**src/rtl/spi_pkg.sv**
```systemverilog
package spi_pkg;

    localparam int DATA_W   = 8;
    localparam int MAX_HALF = 32;

    typedef enum logic [1:0] {
        RATE_DIV4  = 2'd0,
        RATE_DIV16 = 2'd1,
        RATE_DIV64 = 2'd2,
        RATE_TIMER = 2'd3
    } rate_e;

    typedef struct packed {
        logic  master;
        logic  cpol;
        logic  cpha;
        logic  late;
        rate_e rate;
        logic  ss_en;
    } port_cfg_t;

    // System clocks per serial half period for the divided rates.
    function automatic int unsigned half_len(rate_e r);
        case (r)
            RATE_DIV4:  return 2;
            RATE_DIV16: return 8;
            default:    return MAX_HALF;
        endcase
    endfunction

endpackage

```
**src/rtl/spi_sync.sv**
```systemverilog
module spi_sync #(
    parameter int W      = 1,
    parameter int STAGES = 2
) (
    input  logic         clk,
    input  logic         rst,
    input  logic [W-1:0] init,
    input  logic [W-1:0] d,
    output logic [W-1:0] q
);
    logic [W-1:0] stage [STAGES];

    always_ff @(posedge clk) begin
        if (rst) begin
            for (int i = 0; i < STAGES; i++) stage[i] <= init;
        end else begin
            stage[0] <= d;
            for (int i = 1; i < STAGES; i++) stage[i] <= stage[i-1];
        end
    end

    assign q = stage[STAGES-1];
endmodule

```
**src/rtl/spi_clkgen.sv**
```systemverilog
module spi_clkgen
    import spi_pkg::*;
#(
    parameter int CW = 6
) (
    input  logic  clk,
    input  logic  rst,
    input  logic  run,
    input  rate_e rate,
    input  logic  tmr_tick,
    output logic  half_tick
);
    logic [CW-1:0] cnt;
    logic [CW-1:0] limit;

    assign limit = CW'(half_len(rate) - 1);

    always_comb begin
        if (rate == RATE_TIMER) half_tick = run && tmr_tick;
        else                    half_tick = run && (cnt == limit);
    end

    always_ff @(posedge clk) begin
        if (rst || !run)              cnt <= '0;
        else if (rate != RATE_TIMER)  cnt <= (cnt == limit) ? '0 : cnt + 1'b1;
    end
endmodule

```
**src/rtl/spi_shifter.sv**
```systemverilog
module spi_shifter #(
    parameter int  DW = 8,
    localparam int EW = $clog2(2*DW),
    localparam int BW = $clog2(DW)
) (
    input  logic          clk,
    input  logic          rst,
    input  logic          cpha,
    input  logic          late_en,
    input  logic          edge_ev,
    input  logic          sdi_bit,
    input  logic          load,
    input  logic [DW-1:0] load_data,
    input  logic          clear,
    output logic [EW-1:0] edge_idx,
    output logic          sdo_bit,
    output logic          done,
    output logic [DW-1:0] shreg_q
);
    localparam logic [EW-1:0] LAST = EW'(2*DW - 1);

    logic [BW-1:0] bcnt;
    logic [DW-1:0] shreg;
    logic          leading, launch, sample_now, launch_now;

    // Even edge indices leave the idle level, odd ones return to it.
    always_comb begin
        leading = ~edge_idx[0];
        launch  = cpha ? leading : ~leading;
        if (late_en)
            sample_now = (launch && !(cpha && edge_idx == '0)) || (cpha && edge_idx == LAST);
        else
            sample_now = ~launch;
        launch_now = launch && (edge_idx != LAST);
    end

    always_ff @(posedge clk) begin
        if (rst) begin
            shreg    <= '0;
            sdo_bit  <= 1'b0;
            edge_idx <= '0;
            bcnt     <= '0;
            done     <= 1'b0;
        end else begin
            done <= 1'b0;
            if (load) begin
                shreg    <= load_data;
                sdo_bit  <= load_data[DW-1];
                edge_idx <= '0;
                bcnt     <= '0;
            end else if (clear) begin
                edge_idx <= '0;
                bcnt     <= '0;
            end else if (edge_ev) begin
                edge_idx <= edge_idx + 1'b1;
                if (sample_now) begin
                    shreg <= {shreg[DW-2:0], sdi_bit};
                    bcnt  <= bcnt + 1'b1;
                    if (bcnt == BW'(DW-1)) done <= 1'b1;
                end
                if (launch_now) sdo_bit <= sample_now ? shreg[DW-2] : shreg[DW-1];
            end
        end
    end

    assign shreg_q = shreg;
endmodule

```
**src/rtl/spi_port.sv**
```systemverilog
module spi_port
    import spi_pkg::*;
#(
    parameter int DW          = DATA_W,
    parameter int SYNC_STAGES = 2
) (
    input  logic          clk,
    input  logic          rst,
    input  logic          cfg_master,
    input  logic          cfg_cpol,
    input  logic          cfg_cpha,
    input  logic          cfg_late,
    input  logic [1:0]    cfg_rate,
    input  logic          cfg_ss_en,
    input  logic          tmr_tick,
    input  logic          wr_en,
    input  logic [DW-1:0] wr_data,
    input  logic          rd_en,
    output logic [DW-1:0] rd_data,
    input  logic          wcol_clr,
    input  logic          ovf_clr,
    output logic          buf_full,
    output logic          irq,
    output logic          wcol,
    output logic          ovf,
    output logic          sck_o,
    input  logic          sck_i,
    input  logic          ss_n,
    input  logic          sdi,
    output logic          sdo,
    output logic          sdo_oe
);
    localparam int EW = $clog2(2*DW);
    localparam int CW = $clog2(MAX_HALF) + 1;
    localparam logic [EW-1:0] LAST = EW'(2*DW - 1);

    port_cfg_t cfg;
    assign cfg = '{master: cfg_master, cpol: cfg_cpol, cpha: cfg_cpha, late: cfg_late,
                   rate: rate_e'(cfg_rate), ss_en: cfg_ss_en};

    // Slave-side pin synchronisers; the clock resets to its idle level.
    logic [2:0] pins_s;
    logic       sck_s, ss_s, sdi_s, sck_d;

    spi_sync #(.W(3), .STAGES(SYNC_STAGES)) u_sync (
        .clk  (clk),
        .rst  (rst),
        .init ({cfg_cpol, 1'b1, 1'b0}),
        .d    ({sck_i, ss_n, sdi}),
        .q    (pins_s)
    );
    assign {sck_s, ss_s, sdi_s} = pins_s;

    always_ff @(posedge clk) begin
        if (rst) sck_d <= cfg_cpol;
        else     sck_d <= sck_s;
    end

    logic          busy, sck_r, half_tick, active, start, edge_ev, selected, clear;
    logic          done, sdo_bit;
    logic [EW-1:0] edge_idx;
    logic [DW-1:0] shreg_q, rx_buf;

    assign selected = !cfg.ss_en || !ss_s;
    assign active   = cfg.master ? busy : (edge_idx != '0);
    assign start    = wr_en && !active && cfg.master;
    assign clear    = !cfg.master && !selected;
    assign edge_ev  = cfg.master ? (busy && half_tick) : (selected && (sck_s != sck_d));

    spi_clkgen #(.CW(CW)) u_clkgen (
        .clk       (clk),
        .rst       (rst),
        .run       (busy),
        .rate      (cfg.rate),
        .tmr_tick  (tmr_tick),
        .half_tick (half_tick)
    );

    // Master clock: one toggle per half period, 2*DW edges per byte.
    always_ff @(posedge clk) begin
        if (rst) begin
            busy  <= 1'b0;
            sck_r <= 1'b0;
        end else if (start) begin
            busy  <= 1'b1;
            sck_r <= cfg.cpol;
        end else if (busy && half_tick) begin
            sck_r <= ~sck_r;
            if (edge_idx == LAST) busy <= 1'b0;
        end
    end

    spi_shifter #(.DW(DW)) u_shift (
        .clk       (clk),
        .rst       (rst),
        .cpha      (cfg.cpha),
        .late_en   (cfg.master && cfg.late),
        .edge_ev   (edge_ev),
        .sdi_bit   (cfg.master ? sdi : sdi_s),
        .load      (wr_en && !active),
        .load_data (wr_data),
        .clear     (clear),
        .edge_idx  (edge_idx),
        .sdo_bit   (sdo_bit),
        .done      (done),
        .shreg_q   (shreg_q)
    );

    // Receive buffer and status flags; a same-cycle read frees the buffer.
    logic full_eff;
    assign full_eff = buf_full && !rd_en;

    always_ff @(posedge clk) begin
        if (rst) begin
            rx_buf   <= '0;
            buf_full <= 1'b0;
            irq      <= 1'b0;
            wcol     <= 1'b0;
            ovf      <= 1'b0;
        end else begin
            irq <= done && !full_eff;
            if (done && !full_eff) begin
                rx_buf   <= shreg_q;
                buf_full <= 1'b1;
            end else if (rd_en) begin
                buf_full <= 1'b0;
            end
            if (done && full_eff) ovf <= 1'b1;
            else if (ovf_clr)     ovf <= 1'b0;
            if (wr_en && active)  wcol <= 1'b1;
            else if (wcol_clr)    wcol <= 1'b0;
        end
    end

    assign rd_data = rx_buf;
    assign sck_o   = busy ? sck_r : cfg.cpol;
    assign sdo     = sdo_bit;
    assign sdo_oe  = cfg.master || selected;
endmodule

```
**config.mk**
```make
export PLATFORM = sky130hd
export DESIGN_NAME = spi_port
export DESIGN_NICKNAME = d
export VERILOG_FILES = /design/src/rtl/spi_pkg.sv /design/src/rtl/spi_sync.sv /design/src/rtl/spi_clkgen.sv /design/src/rtl/spi_shifter.sv /design/src/rtl/spi_port.sv
export SDC_FILE = /design/constraint.sdc
export NUM_CORES = 1
export LEC_CHECK = 0
export ABC_CLOCK_PERIOD_IN_PS = 2400
export BUFFER_PORTS_ARGS = -buffer_cell sky130_fd_sc_hd__buf_2
export CAP_MARGIN = 25
export CORE_UTILIZATION = 56
export CTS_BUF_LIST = sky130_fd_sc_hd__clkbuf_8
export DETAILED_ROUTE_END_ITERATION = 6
export PLACE_DENSITY = 0.81
export SYNTH_ARGS = -nofsm -noshare
export SYNTH_HDL_FRONTEND = slang
export SYNTH_SLANG_ARGS = --single-unit
```
**constraint.sdc**
```tcl
create_clock -name clk -period 2.4 [get_ports clk]
set_input_delay 0.24 -clock clk [delete_from_list [all_inputs] [get_ports clk]]
set_output_delay 0.24 -clock clk [all_outputs]
set_load 0.005 [all_outputs]
```
Yosys cells after proc, flatten, opt, wreduce, memory -nomap -nowiden
Memory sizes are Yosys's and may differ from the RTL's.
Cells that the tools add are included.

cells by class
  bitwise operators = 7
  eq/ne operators = 9
  multiplexer cells = 36
  reduce and logical (&&, ||, !) cells = 46
  add/sub/neg operators = 4

operators with widths
  operator                                          number
  2-to-1 mux 8 bit                                  4
  2-to-1 mux 1 bit                                  28
  logical AND 1 bit                                 16
  nonzero test 2 bit                                8
  case mux 6 bit (2 select lines)                   1
  zero test 1 bit                                   9
  adder 6 x 1 -> 6 bit, second input constant       1
  equality test 6 bit                               1
  2-to-1 mux 3 bit                                  2
  2-to-1 mux 6 bit                                  1
  AND reduction 3 bit                               2
  subtractor 6 x 1 -> 6 bit, second input constant  1
  inverter 1 bit                                    5
  OR reduction 5 bit                                1
  adder 4 x 1 -> 4 bit, second input constant       1
  equality test 4 bit, second input constant        1
  zero test 4 bit                                   1
  logical OR 1 bit                                  4
  inequality test 4 bit, second input constant      1
  AND reduction 2 bit                               2
  nonzero test 4 bit                                1
  adder 3 x 1 -> 3 bit, second input constant       1
  equality test 3 bit, second input constant        1
  OR reduction 3 bit                                1
  7 further kinds                                   8

word-level totals
  flip-flop bits (word level) = 38
  bits of input ports = 25
  logic and storage cells = 117
  memories kept = 1
  output and inout bits = 15
  memory bits (writable) = 6

memories
  memory        depth  width  rd ports  clocked after Yosys merged registers in  write ports  RTL line        text
  u_sync.stage  2      3      2         0                                        2            spi_sync.sv:11  logic [W-1:0] stage [STAGES];

Depth between registers and ports, before layout
  word-level depth = 11
  gate-level depth with buffers = 11
  gate-level depth less buffers = 8

Cells and area by module
Synthesis repeated with hierarchy kept, for this count alone.

second synthesis, totals
  cell total of the unflattened synthesis = 246
  area, all modules = 2208.4 sq um

by module, submodules not included
  module       cells an instance  area an instance (sq um)  sequential area each (sq um)  instances
  spi_shifter  108                942.2                     340.3                         1
  spi_port     82                 681.9                     300.3                         1
  spi_clkgen   40                 340.3                     120.1                         1
  spi_sync     16                 244.0                     120.1                         1

Least setup slack after synthesis
OpenSTA, ideal clock, no wires.

  kind = register to register
  start point = register u_clkgen.cnt[1]
  end point = register u_shift.shreg[0], in the netlist u_shift.shreg_q[0]
  arrival = 1971 ps
  setup slack = 310 ps
  setup time = 119 ps
  clock period less this slack = 2090 ps
  path buffers = 1
  stages on the path, launching flop included = 8
  data required time = 2281 ps
  path through = dfxtp_1 or4_4 a221oi_4 o211ai_4 a21oi_2 buf_6 mux2i_1 o21ai_1

between the ends
  word-level cells in the longest chain between the ends = 7

RTL lines
  item                                  RTL line           text
  start, declared                       spi_clkgen.sv:13   logic [CW-1:0] cnt;
  start signal, assigned                spi_clkgen.sv:25   else if (rate != RATE_TIMER) cnt <= (cnt == limit) ? '0 : cnt + 1'b1;
  equality test 6 bit                   spi_clkgen.sv:20   else half_tick = run && (cnt == limit);
  logical AND 1 bit                     spi_clkgen.sv:20
  2-to-1 mux 1 bit                      spi_clkgen.sv:19   if (rate == RATE_TIMER) half_tick = run && tmr_tick;
  logical AND 1 bit                     spi_port.sv:68     assign edge_ev = cfg.master ? (busy && half_tick) : (selected && (sck_s != sck_d));
  2-to-1 mux 1 bit                      spi_port.sv:68
  nonzero test 2 bit (no source line)   -
  AND reduction 3 bit (no source line)  -
  end signal, assigned                  spi_shifter.sv:47  shreg <= load_data;
  end signal, assigned                  spi_shifter.sv:57  shreg <= {shreg[DW-2:0], sdi_bit};
  end, declared                         spi_shifter.sv:23  logic [DW-1:0] shreg;

Every way passes these cells.
A chain may end at the register's enable or synchronous reset.

Final worst setup path
  start point = register u_clkgen.cnt[1]
  end point = register u_shift.shreg[4], in the netlist u_shift.shreg_q[4]

The elaborated chain is that of the path after synthesis.

==> flow_metrics.tcl <==
set metrics [dict create \
    run_status "finished, final reports clean" \
    globalRouteTotalUtil 0.2172 \
    post-cts-setup-buffers 0 \
    finalNetCount 284 \
    number_of_antenna_violations_at_the_first_check_in_global_routing 0 \
    cts_tree "done" \
    initialDrtViolationCount 36 \
    timing.max_cap.violations 0 \
    area_of_the_die_um2 3769 \
    place.detailed.instances 293 \
    cts-root-to-sink-buffers 2 \
    setup_viol 0 \
    final.period_utilization 0.9266 \
    avgViaCountPerCell 5.219 \
    yosys-mux-area-fraction 0.1184 \
    static-leakage-power_nw 0.9827 \
    yosysTopAreaCellShare 0.4459 \
    clock.fmax_mhz 449.7 \
    postSynthAreaPerCell_um2 9.319 \
    multi_input_comb_area_um2 1018 \
    cts_made_buffers 5 \
    postSynthRegisterBits 44 \
    power.ir.vdd_worst_mv 0.5224 \
    fin_worst_skew_ns 0.008123 \
    synthAdderAreaFrac 0.03167 \
    timing.final.max_slew_violations 0 \
    drt-pass1-iter-count 4 \
    synth_top_family_by_area "simple AND/OR/NAND/NOR gates" \
    grt_pass1_vias 1399 \
    final_layout_size_suffix_gt1_frac 0.2471 \
    detail_route.wl_per_cell_um 12.54 \
    rsz0062_at_grt "no" \
    number_of_core_rows 21 \
    ys_async_sr_fraction 0 \
    die-height_um 61.40 \
    r2r_slack_ns 0.18 \
    postRouteAntennaNets 0 \
    cts.sink_count 44 \
    data_required_time_of_the_worst_path_ns 2.59 \
    grt_pass1_wl_um 5934 \
    worst-path-max-fanout 11 \
    worstRegToRegCells 7 \
    synth-simple-area-share 0.1932 \
    detailed_placement_hpwl_um 2740 \
    postSynthNetCount 242 \
    final-seq-area_um2 880.8 \
    instances_no_fill 301 \
    synthesis.area_um2 1976 \
    fillers 296 \
    synth_ff_type "sky130_fd_sc_hd__dfxtp_1" \
    worstSetupPathType "flop to flop" \
    clk-insertion-delay-late_ns 0.30 \
    report.final.hold_viol_count 0 \
    post_cts_resized 0 \
    cells_taking_the_most_area_after_synthesis "sky130_fd_sc_hd__dfxtp_1 (45%), sky130_fd_sc_hd__mux2i_1 (10%), sky130_fd_sc_hd__nor2_1 (5.1%), sky130_fd_sc_hd__nand2_1 (3.6%), sky130_fd_sc_hd__ha_1 (3.2%)" \
    syn-instance-count 212 \
    ctsHtreeMaxLevel 2 \
    worst_setup_path_start_kind "flop" \
    r2r_end "u_shift.shreg_q[4]$_SDFFE_PP0P_" \
    syn2layout_area_growth_pct 16.53 \
    route.detailed.drc 0 \
    synth-compound-area-share 0.1235 \
    hold_path.class "input port to flop" \
    slew_headroom 0.6267 \
    endpoint "u_shift.shreg_q[4]$_SDFFE_PP0P_" \
    die_x_um 61.40 \
    via_count 1571 \
    crit-reg2reg-launch "u_clkgen.cnt[1]$_SDFFE_PP0N_" \
    unique_masters_post_synth 36 \
    ys_warn_count 0 \
    initial_core_util 0.5874 \
    timing_worst_slew_pin_value_ns 0.5600 \
    grt.overflow.total 0 \
    cts.hold.buffers_added 0 \
    finalWeightedCongestion 0.7705 \
    synth_largest_area_cell "sky130_fd_sc_hd__dfxtp_1" \
    timing.critical_path.to_type "flop" \
    diodes 0 \
    arrival_ns 2.41 \
    core_area_um2 3363 \
    root_buffer "sky130_fd_sc_hd__clkbuf_8" \
    place.port_buffers 39 \
    start_point_of_the_critical_path "u_clkgen.cnt[1]$_SDFFE_PP0N_" \
    design.portCount 40 \
    period_needed_ns 2.224 \
    yosysSeqAreaShare 0.4459 \
    cell_with_the_most_instances_after_synthesis "sky130_fd_sc_hd__dfxtp_1" \
    largest_net_degree_at_the_start_of_global_routing 26 \
    power_density_nw_per_um2 604.8 \
    number_of_flops_mapped_to_enable_cells_by_yosys 0 \
    total_power_of_the_final_layout_mw 1.392 \
    finalSetupTns_ns 0 \
    clk_pin_slew_ns 0.08 \
    synth_common_cells "sky130_fd_sc_hd__dfxtp_1 (44), sky130_fd_sc_hd__nor2_1 (27), sky130_fd_sc_hd__mux2i_1 (20)" \
    yosys.area_share.xor_xnor 0.04877 \
    routed_wl_um 3776 \
]
logic make-up (layout without fill, tap and decap cells):
logic type	after synthesis	in the layout
XOR/XNOR	11	11
buffers and inverters	14	57
AO/OA/AOI/OAI	37	37
adder cells (fa/ha/maj)	5	5
AND/OR/NAND/NOR	78	78
multiplexers	23	23
flip-flops	44	44
critical path: stages, from the launching register on:
cell	delay [ns]
sky130_fd_sc_hd__dfxtp_1	0.35
sky130_fd_sc_hd__or4_4	0.56
sky130_fd_sc_hd__a221oi_4	0.39
sky130_fd_sc_hd__o211ai_4	0.14
sky130_fd_sc_hd__a21oi_2	0.15
sky130_fd_sc_hd__buf_4	0.23
sky130_fd_sc_hd__mux2i_1	0.22
sky130_fd_sc_hd__o21ai_1	0.07
registers in the layout (all words and copies together) (netlist names), 3 cells and up:
signal and flops:
rd_data 8, u_sync.stage 6, u_clkgen.cnt 6, u_shift.edge_idx 4
u_shift.bcnt 3, u_shift.shreg_q 8
power breakdown:
part / internal [mW] / switching [mW] / total, mW
clock: 0.233 / 0.249 / 0.482
combinational: 0.0652 / 0.0728 / 0.138
sequential: 0.753 / 0.0189 / 0.772
how the worst min path moves through the flow:
| stage | from | endpoint | slack (ns) | depth (start not counted) |
|---|---|---|---|---|
| floorplan | rst | u_sync.stage[0][0]$_SDFF_PP0_ | 0.31 | 1 |
| global placement | u_sync.stage[0][1]$_SDFF_PP1_ | u_sync.stage[0][4]$_SDFF_PP1_ | 0.39 | 1 |
| detailed placement | u_sync.stage[0][1]$_SDFF_PP1_ | u_sync.stage[0][4]$_SDFF_PP1_ | 0.40 | 1 |
| CTS | ss_n | u_sync.stage[0][1]$_SDFF_PP1_ | 0.12 | 2 |
| global route | ss_n | u_sync.stage[0][1]$_SDFF_PP1_ | 0.12 | 2 |
| finish | ss_n | u_sync.stage[0][1]$_SDFF_PP1_ | 0.13 | 2 |
metrics by stage:
step                      hold WS [ns]  setup WS, ns  cell area [um^2]  utilization
after floorplan                 0.3116        0.3098              1976            -
after global placement          0.3940        0.2547              2205       0.6555
after detailed placement        0.3976        0.1937              2205       0.6555
after CTS                       0.1188        0.1811              2302       0.6845
after global routing            0.1155       0.04608              2302       0.6845
final                           0.1260        0.1761              2302       0.6845
per-layer routing:
| metal | part of all wire | GRT usage | wire, um | up-vias |
|---|---|---|---|---|
| met4 | 0.013 | 0.07937 | 48 | 0 |
| met3 | 0.050 | 0.06513 | 188 | 5 |
| met2 | 0.46 | 0.3509 | 1754 | 41 |
| li1 | - | - | - | 804 |
| met5 | 0 | 0 | 0 | - |
| met1 | 0.47 | 0.2758 | 1786 | 721 |
cells in the final DEF (no fill, tap or decap), types with 2 or more instances in the layout:
| master | instances |
|---|---|
| sky130_fd_sc_hd__nand3b_1 | 2 |
| sky130_fd_sc_hd__nand2b_1 | 5 |
| sky130_fd_sc_hd__a221oi_1 | 2 |
| sky130_fd_sc_hd__buf_4 | 4 |
| sky130_fd_sc_hd__inv_1 | 6 |
| sky130_fd_sc_hd__xor2_1 | 5 |
| sky130_fd_sc_hd__dfxtp_1 | 44 |
| sky130_fd_sc_hd__nand4_1 | 2 |
| sky130_fd_sc_hd__nor2_1 | 27 |
| sky130_fd_sc_hd__nand3_1 | 6 |
| sky130_fd_sc_hd__o21ai_0 | 9 |
| sky130_fd_sc_hd__o21ai_1 | 7 |
| sky130_fd_sc_hd__ha_1 | 5 |
| sky130_fd_sc_hd__mux2i_1 | 20 |
| sky130_fd_sc_hd__nor2b_1 | 7 |
| sky130_fd_sc_hd__buf_2 | 39 |
| sky130_fd_sc_hd__or2_2 | 3 |
| sky130_fd_sc_hd__a21oi_1 | 12 |
| sky130_fd_sc_hd__clkbuf_8 | 6 |
| sky130_fd_sc_hd__clkinvlp_4 | 2 |
| sky130_fd_sc_hd__xnor2_1 | 6 |
| sky130_fd_sc_hd__nand2_1 | 19 |
| sky130_fd_sc_hd__mux2_2 | 3 |
layout make-up:
cell class / instances / area share
tap: 46 / 0.02500
inverter: 6 / 0.009783
clock buffer: 6 / 0.03587
multi-input combinational: 154 / 0.4424
clock inverter: 2 / 0.006522
timing repair buffer: 43 / 0.09783
sequential: 44 / 0.3826
Power figures use the tool's default switching activity.
